`config.mk`:
```
export PLATFORM = sky130hd
export DESIGN_NAME = oau_top
export DESIGN_NICKNAME = d
export VERILOG_FILES = /design/src/rtl/oau_pkg.sv /design/src/rtl/oau_idx_add.sv /design/src/rtl/oau_ptr_addr.sv /design/src/rtl/oau_top.sv
export SDC_FILE = /design/constraint.sdc
export NUM_CORES = 1
export LEC_CHECK = 0
export BUFFER_PORTS_ARGS = -buffer_cell sky130_fd_sc_hd__buf_2
export CAP_MARGIN = 20
export CORE_MARGIN = 2
export CORE_UTILIZATION = 53
export CTS_BUF_LIST = sky130_fd_sc_hd__clkbuf_8 sky130_fd_sc_hd__clkbuf_16
export DETAILED_ROUTE_END_ITERATION = 10
export PLACE_DENSITY = 0.85
export SLEW_MARGIN = 20
export SYNTH_ARGS = -nofsm -noshare
export SYNTH_HDL_FRONTEND = slang
export SYNTH_SLANG_ARGS = --single-unit
```
`constraint.sdc`:
```
create_clock -name clk -period 3.9 [get_ports clk]
set_clock_uncertainty 0.1 [all_clocks]
set_input_delay 0.39 -clock clk [delete_from_list [all_inputs] [get_ports clk]]
set_output_delay 0.39 -clock clk [all_outputs]
set_load 0.02 [all_outputs]
```
`src/rtl/oau_pkg.sv`:
```
package oau_pkg;

    localparam int MODE_W = 4;

    typedef enum logic [MODE_W-1:0] {
        M_IMM  = 4'd0,
        M_ZP   = 4'd1,
        M_ZPX  = 4'd2,
        M_ZPY  = 4'd3,
        M_ABS  = 4'd4,
        M_ABSX = 4'd5,
        M_ABSY = 4'd6,
        M_INDX = 4'd7,
        M_INDY = 4'd8,
        M_IND  = 4'd9,
        M_REL  = 4'd10
    } mode_e;

    typedef enum logic [3:0] {
        ST_IDLE,
        ST_OPL_REQ,
        ST_OPL_WAIT,
        ST_OPH_REQ,
        ST_OPH_WAIT,
        ST_PTL_REQ,
        ST_PTL_WAIT,
        ST_PTH_REQ,
        ST_PTH_WAIT,
        ST_CALC,
        ST_DONE
    } state_e;

    // number of operand bytes following the opcode
    function automatic logic [1:0] operand_bytes(logic [MODE_W-1:0] m);
        case (m)
            M_ZP, M_ZPX, M_ZPY, M_INDX, M_INDY, M_REL: operand_bytes = 2'd1;
            M_ABS, M_ABSX, M_ABSY, M_IND:              operand_bytes = 2'd2;
            default:                                   operand_bytes = 2'd0;
        endcase
    endfunction

    // modes that dereference a two-byte pointer
    function automatic logic uses_pointer(logic [MODE_W-1:0] m);
        uses_pointer = (m == M_INDX) || (m == M_INDY) || (m == M_IND);
    endfunction

endpackage

```
`src/rtl/oau_idx_add.sv`:
```
module oau_idx_add #(
    parameter int ADDR_W = 16,
    parameter int BYTE_W = 8
) (
    input  logic [ADDR_W-1:0] base,
    input  logic [BYTE_W-1:0] idx,
    input  logic              sign_en,
    output logic [ADDR_W-1:0] sum,
    output logic              crossed
);
    localparam int HI_W = ADDR_W - BYTE_W;

    logic [ADDR_W-1:0] idx_ext;

    always_comb begin
        idx_ext = {{HI_W{idx[BYTE_W-1] & sign_en}}, idx};
        sum     = base + idx_ext;
        crossed = (sum[ADDR_W-1:BYTE_W] != base[ADDR_W-1:BYTE_W]);
    end
endmodule

```
`src/rtl/oau_ptr_addr.sv`:
```
module oau_ptr_addr #(
    parameter int ADDR_W = 16,
    parameter int BYTE_W = 8
) (
    input  logic [BYTE_W-1:0] op_lo,
    input  logic [BYTE_W-1:0] op_hi,
    input  logic [BYTE_W-1:0] x_val,
    input  logic              add_x,
    input  logic              vec_mode,
    output logic [ADDR_W-1:0] lo_addr,
    output logic [ADDR_W-1:0] hi_addr
);
    localparam int HI_W = ADDR_W - BYTE_W;

    logic [BYTE_W-1:0] p_lo;
    logic [BYTE_W-1:0] p_next;
    logic [HI_W-1:0]   p_page;

    always_comb begin
        p_lo    = add_x ? (op_lo + x_val) : op_lo;
        // the second byte never carries into the page: wraps inside it
        p_next  = p_lo + BYTE_W'(1);
        p_page  = vec_mode ? HI_W'(op_hi) : '0;
        lo_addr = {p_page, p_lo};
        hi_addr = {p_page, p_next};
    end

    always_comb begin
        if (!vec_mode)
            assert_zp_pointer_R6: assert (hi_addr[ADDR_W-1:BYTE_W] == '0);
    end
endmodule

```
`src/rtl/oau_top.sv`:
```
module oau_top
    import oau_pkg::*;
#(
    parameter int ADDR_W = 16
) (
    input  logic              clk,
    input  logic              rst,
    input  logic              start,
    input  logic [3:0]        mode,
    input  logic [ADDR_W-1:0] pc_in,
    input  logic [7:0]        x_idx,
    input  logic [7:0]        y_idx,
    output logic [ADDR_W-1:0] mem_addr,
    output logic              mem_rd,
    input  logic [7:0]        mem_rdata,
    output logic [ADDR_W-1:0] ea,
    output logic              page_cross,
    output logic [ADDR_W-1:0] pc_out,
    output logic              done
);
    localparam int BYTE_W = ADDR_W / 2;
    localparam int HI_W   = ADDR_W - BYTE_W;

    state_e            state, state_nx;
    logic [3:0]        mode_q;
    logic [ADDR_W-1:0] pc_q;
    logic [BYTE_W-1:0] x_q, y_q;
    logic [BYTE_W-1:0] op_lo, op_hi, ptr_lo, ptr_hi;
    logic [ADDR_W-1:0] ea_q, pc_out_q;
    logic              cross_q;

    logic [1:0]        nbytes;
    logic              has_ptr;
    logic [ADDR_W-1:0] ptr_lo_addr, ptr_hi_addr;

    logic [ADDR_W-1:0] add_base, add_sum;
    logic [BYTE_W-1:0] add_idx;
    logic              add_signed, add_cross;

    logic [ADDR_W-1:0] ea_nx, pc_nx;
    logic              cross_nx;

    assign nbytes  = operand_bytes(state == ST_IDLE ? mode : mode_q);
    assign has_ptr = uses_pointer(mode_q);

    oau_ptr_addr #(.ADDR_W(ADDR_W), .BYTE_W(BYTE_W)) u_ptr (
        .op_lo    (op_lo),
        .op_hi    (op_hi),
        .x_val    (x_q),
        .add_x    (mode_q == M_INDX),
        .vec_mode (mode_q == M_IND),
        .lo_addr  (ptr_lo_addr),
        .hi_addr  (ptr_hi_addr)
    );

    oau_idx_add #(.ADDR_W(ADDR_W), .BYTE_W(BYTE_W)) u_add (
        .base    (add_base),
        .idx     (add_idx),
        .sign_en (add_signed),
        .sum     (add_sum),
        .crossed (add_cross)
    );

    // ---------------- state register ----------------
    always_ff @(posedge clk) begin
        if (rst) state <= ST_IDLE;
        else     state <= state_nx;
    end

    // ---------------- next-state logic ----------------
    always_comb begin
        state_nx = state;
        unique case (state)
            ST_IDLE:     if (start) state_nx = (nbytes == 2'd0) ? ST_CALC : ST_OPL_REQ;
            ST_OPL_REQ:  state_nx = ST_OPL_WAIT;
            ST_OPL_WAIT: begin
                if (nbytes == 2'd2)  state_nx = ST_OPH_REQ;
                else if (has_ptr)    state_nx = ST_PTL_REQ;
                else                 state_nx = ST_CALC;
            end
            ST_OPH_REQ:  state_nx = ST_OPH_WAIT;
            ST_OPH_WAIT: state_nx = has_ptr ? ST_PTL_REQ : ST_CALC;
            ST_PTL_REQ:  state_nx = ST_PTL_WAIT;
            ST_PTL_WAIT: state_nx = ST_PTH_REQ;
            ST_PTH_REQ:  state_nx = ST_PTH_WAIT;
            ST_PTH_WAIT: state_nx = ST_CALC;
            ST_CALC:     state_nx = ST_DONE;
            ST_DONE:     state_nx = ST_IDLE;
            default:     state_nx = ST_IDLE;
        endcase
    end

    // ---------------- output process ----------------
    always_comb begin
        mem_rd   = 1'b0;
        mem_addr = '0;
        unique case (state)
            ST_OPL_REQ: begin mem_rd = 1'b1; mem_addr = pc_q; end
            ST_OPH_REQ: begin mem_rd = 1'b1; mem_addr = pc_q + ADDR_W'(1); end
            ST_PTL_REQ: begin mem_rd = 1'b1; mem_addr = ptr_lo_addr; end
            ST_PTH_REQ: begin mem_rd = 1'b1; mem_addr = ptr_hi_addr; end
            default: ;
        endcase
        done       = (state == ST_DONE);
        ea         = ea_q;
        pc_out     = pc_out_q;
        page_cross = cross_q;
    end

    // ---------------- final address computation ----------------
    always_comb begin
        add_base   = {op_hi, op_lo};
        add_idx    = x_q;
        add_signed = 1'b0;
        case (mode_q)
            M_ABSY: add_idx = y_q;
            M_INDY: begin add_base = {ptr_hi, ptr_lo}; add_idx = y_q; end
            M_REL:  begin add_base = pc_q + ADDR_W'(1); add_idx = op_lo; add_signed = 1'b1; end
            default: ;
        endcase
    end

    always_comb begin
        ea_nx    = '0;
        pc_nx    = pc_q;
        cross_nx = 1'b0;
        case (mode_q)
            M_IMM:  begin ea_nx = pc_q; pc_nx = pc_q + ADDR_W'(1); end
            M_ZP:   begin ea_nx = {{HI_W{1'b0}}, op_lo}; pc_nx = pc_q + ADDR_W'(1); end
            M_ZPX:  begin ea_nx = {{HI_W{1'b0}}, BYTE_W'(op_lo + x_q)}; pc_nx = pc_q + ADDR_W'(1); end
            M_ZPY:  begin ea_nx = {{HI_W{1'b0}}, BYTE_W'(op_lo + y_q)}; pc_nx = pc_q + ADDR_W'(1); end
            M_ABS:  begin ea_nx = {op_hi, op_lo}; pc_nx = pc_q + ADDR_W'(2); end
            M_ABSX, M_ABSY: begin
                ea_nx = add_sum; cross_nx = add_cross; pc_nx = pc_q + ADDR_W'(2);
            end
            M_INDX: begin ea_nx = {ptr_hi, ptr_lo}; pc_nx = pc_q + ADDR_W'(1); end
            M_INDY: begin ea_nx = add_sum; cross_nx = add_cross; pc_nx = pc_q + ADDR_W'(1); end
            M_IND:  begin ea_nx = {ptr_hi, ptr_lo}; pc_nx = pc_q + ADDR_W'(2); end
            M_REL:  begin ea_nx = add_sum; cross_nx = add_cross; pc_nx = pc_q + ADDR_W'(1); end
            default: ;
        endcase
    end

    // ---------------- datapath registers ----------------
    always_ff @(posedge clk) begin
        if (rst) begin
            mode_q   <= '0;
            pc_q     <= '0;
            x_q      <= '0;
            y_q      <= '0;
            op_lo    <= '0;
            op_hi    <= '0;
            ptr_lo   <= '0;
            ptr_hi   <= '0;
            ea_q     <= '0;
            pc_out_q <= '0;
            cross_q  <= 1'b0;
        end else begin
            if (state == ST_IDLE && start) begin
                mode_q <= mode;
                pc_q   <= pc_in;
                x_q    <= x_idx;
                y_q    <= y_idx;
                op_hi  <= '0;
            end
            if (state == ST_OPL_WAIT) op_lo  <= mem_rdata;
            if (state == ST_OPH_WAIT) op_hi  <= mem_rdata;
            if (state == ST_PTL_WAIT) ptr_lo <= mem_rdata;
            if (state == ST_PTH_WAIT) ptr_hi <= mem_rdata;
            if (state == ST_CALC) begin
                ea_q     <= ea_nx;
                pc_out_q <= pc_nx;
                cross_q  <= cross_nx;
            end
        end
    end

    // ---------------- assertions ----------------
    assert_done_pulse_R11: assert property (@(posedge clk) disable iff (rst)
        done |=> !done);

    assert_start_ignored_R11: assert property (@(posedge clk) disable iff (rst)
        (state != ST_IDLE) |=> $stable(mode_q) && $stable(pc_q));

    assert_rd_spacing_R12: assert property (@(posedge clk) disable iff (rst)
        mem_rd |=> !mem_rd);

    assert_zp_range_R3: assert property (@(posedge clk) disable iff (rst)
        (done && (mode_q == M_ZP || mode_q == M_ZPX || mode_q == M_ZPY))
            |-> (ea[ADDR_W-1:BYTE_W] == '0) && !page_cross);

    assert_indx_nocross_R6: assert property (@(posedge clk) disable iff (rst)
        (done && mode_q == M_INDX) |-> !page_cross);

    assert_vec_page_R8: assert property (@(posedge clk) disable iff (rst)
        (state == ST_PTH_REQ && mode_q == M_IND) |-> mem_addr[ADDR_W-1:BYTE_W] == op_hi);

    assert_unused_quiet_R10: assert property (@(posedge clk) disable iff (rst)
        (state == ST_CALC && mode_q > 4'd10) |-> !$past(mem_rd));

endmodule

```
**After elaboration in Yosys (flattened, before gate mapping)**

Memory sizes are Yosys's and may differ from the RTL's.
Index checks and enable logic that the tools add are counted.
Widths: inputs -> output; s select.

- Add/sub/neg operators: 6
- Equal/unequal tests: 23
- Multiplexer cells: 18
- Bitwise gates (word level): 1
- Reduce and logical (&&, ||, !) cells: 13

Operators with widths:

| kind | number |
|---|---|
| $pmux 16 s7 | 1 |
| $pmux 16 s2 | 2 |
| $pmux 16 s4 | 1 |
| $pmux 4 s10 | 1 |
| $eq 4x3->1 const B | 8 |
| $mux 8 | 4 |
| $eq 4x4->1 const B | 6 |
| $mux 4 | 5 |
| $add 16x1->16 const B | 1 |
| $add 16x16->16 | 1 |
| $add 16x2->16 const B | 1 |
| $add 8x8->8 | 2 |
| $eq 4x2->1 const B | 4 |
| $pmux 8 s2 | 1 |
| $reduce_or 4->1 | 3 |
| $add 8x1->8 const B | 1 |
| $eq 4x1->1 const B | 2 |
| $logic_not 4->1 | 2 |
| $ne 8x8->1 | 1 |
| $reduce_or 7->1 | 1 |
| $reduce_or 2->1 | 2 |
| $mux 1 | 3 |
| $eq 2x2->1 const B | 1 |
| $logic_not 2->1 | 1 |
| other kinds (5) | 6 |

- Bits in registers: 105
- Memory bits (read-only): 32
- Input port bits: 47
- Output and inout port bits: 51
- Word-level logic and storage cells: 74
- Memories: 1

Memories:

| name | depth | bits a word | rd ports | clocked after memory_dff | write ports | line | text |
|---|---|---|---|---|---|---|---|
| (name not given) | 16 | 2 | 1 | 0 | 0 | oau_pkg.sv:35 | `case (m)` |

**Depth between registers and ports, before layout**

- Depth in word-level cells: 7
- Gate-level depth with buffers: 20
- Depth with buffers taken out: 19

**Cells and area by module**

Synthesis repeated with hierarchy kept, for this count alone.

- Cells, all modules: 1029
- Area total of the unflattened synthesis: 7729.9 um^2

By module, submodules not included:

| module | instances | cells each | area an instance (um^2) | seq. area each (um^2) |
|---|---|---|---|---|
| oau_top | 1 | 848 | 6382.4 | 2102.0 |
| oau_idx_add | 1 | 94 | 711.9 | 0.0 |
| oau_ptr_addr | 1 | 87 | 635.6 | 0.0 |

**Least setup slack after synthesis**

Ideal clock, no wire load.

- Path kind: register -> register
- Start point: register mode_q[3]
- End point: register ea_q[14], in the netlist ea[14]
- Library setup time: 96 ps
- Arrival time: 4149 ps
- Required time: 3704 ps
- Setup slack: -445 ps
- Stages on the path, launching flop included: 21
- Path buffers: 1
- Period minus slack after synthesis: 4345 ps
- Cell sequence: dfxtp_1 > clkbuf_1 > nor2b_1 > nor2b_1 > a21oi_1 > nor2_1 > a22oi_1 > nand2_1 > ha_1 > inv_1 > fa_1 > nor2b_1 > o21ai_0 > a21boi_0 > o21ai_0 > o311a_1 > o41ai_2 > a21oi_1 > xnor2_2 > a21boi_1 > o41ai_2

- Cells in the longest elaborated chain, start to end: 6
- Elaborated cells on any way between the ends: 20
- Classes of those cells: add/sub (1); eq/ne (10); mux (4); bitwise (1); reduce/logical (4)

Ends and longest elaborated chain:

| item | line | text |
|---|---|---|
| start: declaration | oau_top.sv:25 | `logic [3:0] mode_q;` |
| start signal: assignment | oau_top.sv:160 | `mode_q <= mode;` |
| $eq 4x4->1 / $eq 4x3->1 (equally long branches) | oau_top.sv:115, oau_top.sv:127 |  |
| $reduce_or 2->1 (no line) | n/a |  |
| $pmux 8 s2 | oau_top.sv:115 | `case (mode_q)` |
| $and 1x1->1 | oau_idx_add.sv:16 | `idx_ext = {{HI_W{idx[BYTE_W-1] & sign_en}}, idx};` |
| $add 16x16->16 | oau_idx_add.sv:17 | `sum = base + idx_ext;` |
| $pmux 16 s7 * | oau_top.sv:127 | `case (mode_q)` |
| end signal: assignment | oau_top.sv:171 | `ea_q <= ea_nx;` |
| end: declaration | oau_top.sv:29 | `logic [ADDR_W-1:0] ea_q, pc_out_q;` |

Every way passes the cells marked *; elsewhere a longest branch is shown, timed or not.
A chain may end at the register's enable or synchronous reset.

**Worst setup path after layout**

- Start point: register mode_q[2]
- End point: register cross_q, in the netlist page_cross

- Cells in the longest elaborated chain, start to end: 7
- Elaborated cells on any way between the ends: 13
- Classes of those cells: add/sub (1); eq/ne (5); mux (4); bitwise (1); reduce/logical (2)

Ends and longest elaborated chain:

| item | line | text |
|---|---|---|
| $eq 4x4->1 / $eq 4x3->1 (equally long branches) | oau_top.sv:115, oau_top.sv:127 |  |
| $reduce_or 2->1 (no line) | n/a |  |
| $pmux 8 s2 | oau_top.sv:115 |  |
| $and 1x1->1 | oau_idx_add.sv:16 |  |
| $add 16x16->16 | oau_idx_add.sv:17 |  |
| $ne 8x8->1 | oau_idx_add.sv:18 | `crossed = (sum[ADDR_W-1:BYTE_W] != base[ADDR_W-1:BYTE_W]);` |
| $mux 1 * | oau_top.sv:127 |  |
| end signal: assignment | oau_top.sv:173 | `cross_q <= cross_nx;` |
| end: declaration | oau_top.sv:30 | `logic cross_q;` |

Marks and branches as above.

==> run summary <==
Status = finished clean
Number of DRC markers in iteration 0 = 993
Static Leak = 3.81 nW
Nets = 1,245
Number of hold-slack violations in the final timing report = 0
Actual slew at the worst max-slew pin = 971 ps
Die area = 0.0152 mm²
Drt wl/cell = 19.6 µm
Area taken by multi-input logic gates = 0.00523 mm²
Area delta synth->final = 22.0%
Hpwl dp = 19.5 mm
Ys flop type = dfxtp_1
Vias in the first global route = 7,647
Initial antenna violation count = 0
First-pass GRT wire length = 40.7 mm
Core Region = 0.0139 mm²
WL final = 26.5 mm
Chip height = 123 µm
Cell Rows = 43
Simple-gate share of the synthesized area = 0.251
Count of cell types in the netlist = 74
FF+latch area = 0.00211 mm²
R2r startpoint = mode_q[2]
Hold Path Class = input port to flip-flop
Register bit count reported by yosys = 105
Ys async rst share = 0
IO buf count = 97
Net count after synthesis = 1,112
Worst Reg-to-Reg Cells = 17
Max IR drop VDD = 0.433 mV
Via density = 6.23
Adder-cell share of the synthesized area = 0.0611
Total power = 3.87 mW
Fillers = 1,175
R2r endpoint = page_cross
Synth warn = 0
CP Class = flip-flop to flip-flop
Startpoint Class = flip-flop
Total global routing overflow = 0
Worst Path Max Fanout = 6
Drt pass-1 iters = 6
DR vias = 8,397
Htree depth = 3
Placed cell areas = 0.00867 mm²
Tmin final = 3870 ps
Final Cycle Share = 0.993
Max_cap viols = 0
Register area share after synthesis = 0.279
Hold_sp = pc_in[15]
Synth Instances = 1,030
CTS sink cnt = 105
Clk root buf = clkbuf_16
Setup crit end = page_cross
Largest net degree at the start of global routing = 77
Mux contribution to synthesized area = 0.0261
Post-Syn Area = 0.00754 mm²
TritonCTS clock tree = built
Final setup fails = 0
Syn Area/Cell = 7.32 µm²
Final core utilization = 0.663
Die Wd = 123 µm
FMAX = 0.258 GHz
CP endpoint kind = flip-flop
Initial core utilization = 0.543
# diodes = 0
Proportion of layout cells with a drive suffix above 1 = 0.231
I/O pins = 98
Synth Area in Compound Gates = 0.243
Skew-Pair Late Insertion Delay = 360 ps
Drt drc = 0
Routed Antenna Nets = 0
Finished Cell Area = 0.00920 mm²
CTS buffer count = 9
Critical Path AT = 4010 ps
Max Slew Vio Count = 0
XOR/XNOR Fraction of Synth Area = 0.0881
Worst rel slew slack = 0.348
EDFF count, synth = 0
Total GRT Usage = 0.348
Main combinational cell family by area after synthesis = simple AND/OR/NAND/NOR gates
RSZ-0062 raised after global routing = true
Critical Path Start = mode_q[2]
Worst-case clock buffer depth = 2
Flop2flop setup slack = 30 ps
PwrDens = 421 mW/mm²
Worst-path clk slew = 80 ps
GP Congestion = 1.03
CP required = 4030 ps
## how the worst min path moves through the flow
stage | endpoint | cells past startpoint
after global placement | ptr_hi[6] | 2
after floorplan | ptr_hi[1] | 2
after CTS | x_q[3] | 3
after detailed placement | ptr_hi[6] | 2
final | pc_q[15] | 3
after global routing | pc_q[15] | 3
## layout make-up
class / count / area share
clock buffers: 10 / 0.0260
clock inverters: 6 / 0.00980
inverters: 17 / 0.00694
multi-input cells: 833 / 0.568
flip-flops and latches: 105 / 0.229
well taps: 180 / 0.0245
repair buffers: 197 / 0.135
## cells in the mapped netlist, types with 5 or more instances
library cell	instances	area share
a221o_1	17	0.023
nand4_1	12	0.010
nand2_1	217	0.11
a211oi_1	19	0.019
nor3_1	25	0.017
buf_2	5	0.0033
and2_1	5	0.0042
and3_1	12	0.010
o31ai_1	5	0.0050
nand3_1	29	0.019
o21ai_0	42	0.028
nor2_1	80	0.040
nor2b_1	13	0.011
a22oi_1	12	0.012
dfxtp_1	105	0.28
xor2_1	27	0.031
mux2i_1	14	0.019
clkbuf_1	59	0.029
a21o_1	8	0.0080
o21bai_1	6	0.0060
a22o_1	5	0.0058
ha_1	32	0.053
nor4_1	5	0.0042
a21oi_1	117	0.078
a221oi_1	14	0.016
xnor2_1	47	0.055
inv_1	15	0.0075
## per-layer routing
layer,up-vias,global-route usage,routed length (µm)
met5,-,0,0
met4,0,0.112,806
met3,76,0.102,3130
met2,493,0.551,12100
met1,3909,0.456,10500
li1,3919,-,-
## worst max-delay path, cell delays in order, from the launching register on
cell	delay, ps
dfxtp_2	420
nor2b_4	200
a21oi_1	80
or2_2	320
a22oi_2	140
nand2_1	100
ha_1	290
a21o_1	200
a21oi_2	150
o21ai_1	110
o41a_1	470
a31oi_2	200
buf_4	140
xnor2_1	150
xnor2_1	150
nand3_1	110
nor4_2	290
a311oi_1	120
## cells by family after synthesis
logic type               Yosys count
buffers and inverters             92
AND/OR/NAND/NOR                  426
flip-flops                       105
AO/OA/AOI/OAI                    280
XOR/XNOR                          75
multiplexers                      17
adder cells (fa/ha/maj)           35
## metrics by stage
| stage | worst slack (ps) | instances | hold WS (ps) | TNS [ps] |
|---|---|---|---|---|
| after floorplan | 12.6 | 1030 | 344 | 0 |
| after global placement | 26.2 | 1326 | 355 | 0 |
| after detailed placement | -62.8 | 1326 | 360 | -89.0 |
| after CTS | -2.14 | 1343 | 156 | -2.14 |
| after global routing | -150 | 1348 | 159 | -340 |
| final | 27.9 | 1348 | 157 | 0 |
## power by group
part | internal (mW) | switching [mW] | leakage [nW] | total [mW]
clock | 0.583 | 0.436 | 0.159 | 1.02
sequential | 1.19 | 0.168 | 0.855 | 1.36
combinational | 0.560 | 0.936 | 2.80 | 1.50
total | 2.33 | 1.54 | 3.81 | 3.87
## placed cells by master (no fill, tap or decap), types with 10 or more instances in the layout
master	count
dfxtp_1	100
a221oi_1	13
nand3_1	28
xor2_1	25
nand2_1	217
nor3_1	24
a22oi_1	11
buf_4	101
a211oi_1	19
mux2i_1	14
a21oi_1	111
inv_1	15
nor2b_1	10
xnor2_1	46
nand4_1	12
a221o_1	17
and3_1	11
o21ai_0	34
buf_2	95
nor2_1	77
ha_1	30
## sequential cells by signal, indices dropped and copies added, names as in the netlist
name / flops
ptr_lo: 8
y_q: 8
pc_out: 16
pc_q: 16
page_cross: 1
op_lo: 8
ptr_hi: 8
ea: 16
state: 4
mode_q: 4
x_q: 8
op_hi: 8
## what timing repair did
action,4_1_cts,5_1_grt
setup buffers,1,5
cloned,0,0
hold buffers,0,0
endpoints found under the setup margin,3,10
gates resized for setup,5,37
pin swaps,4,15
Note: power is estimated with default switching activity, not from simulation.
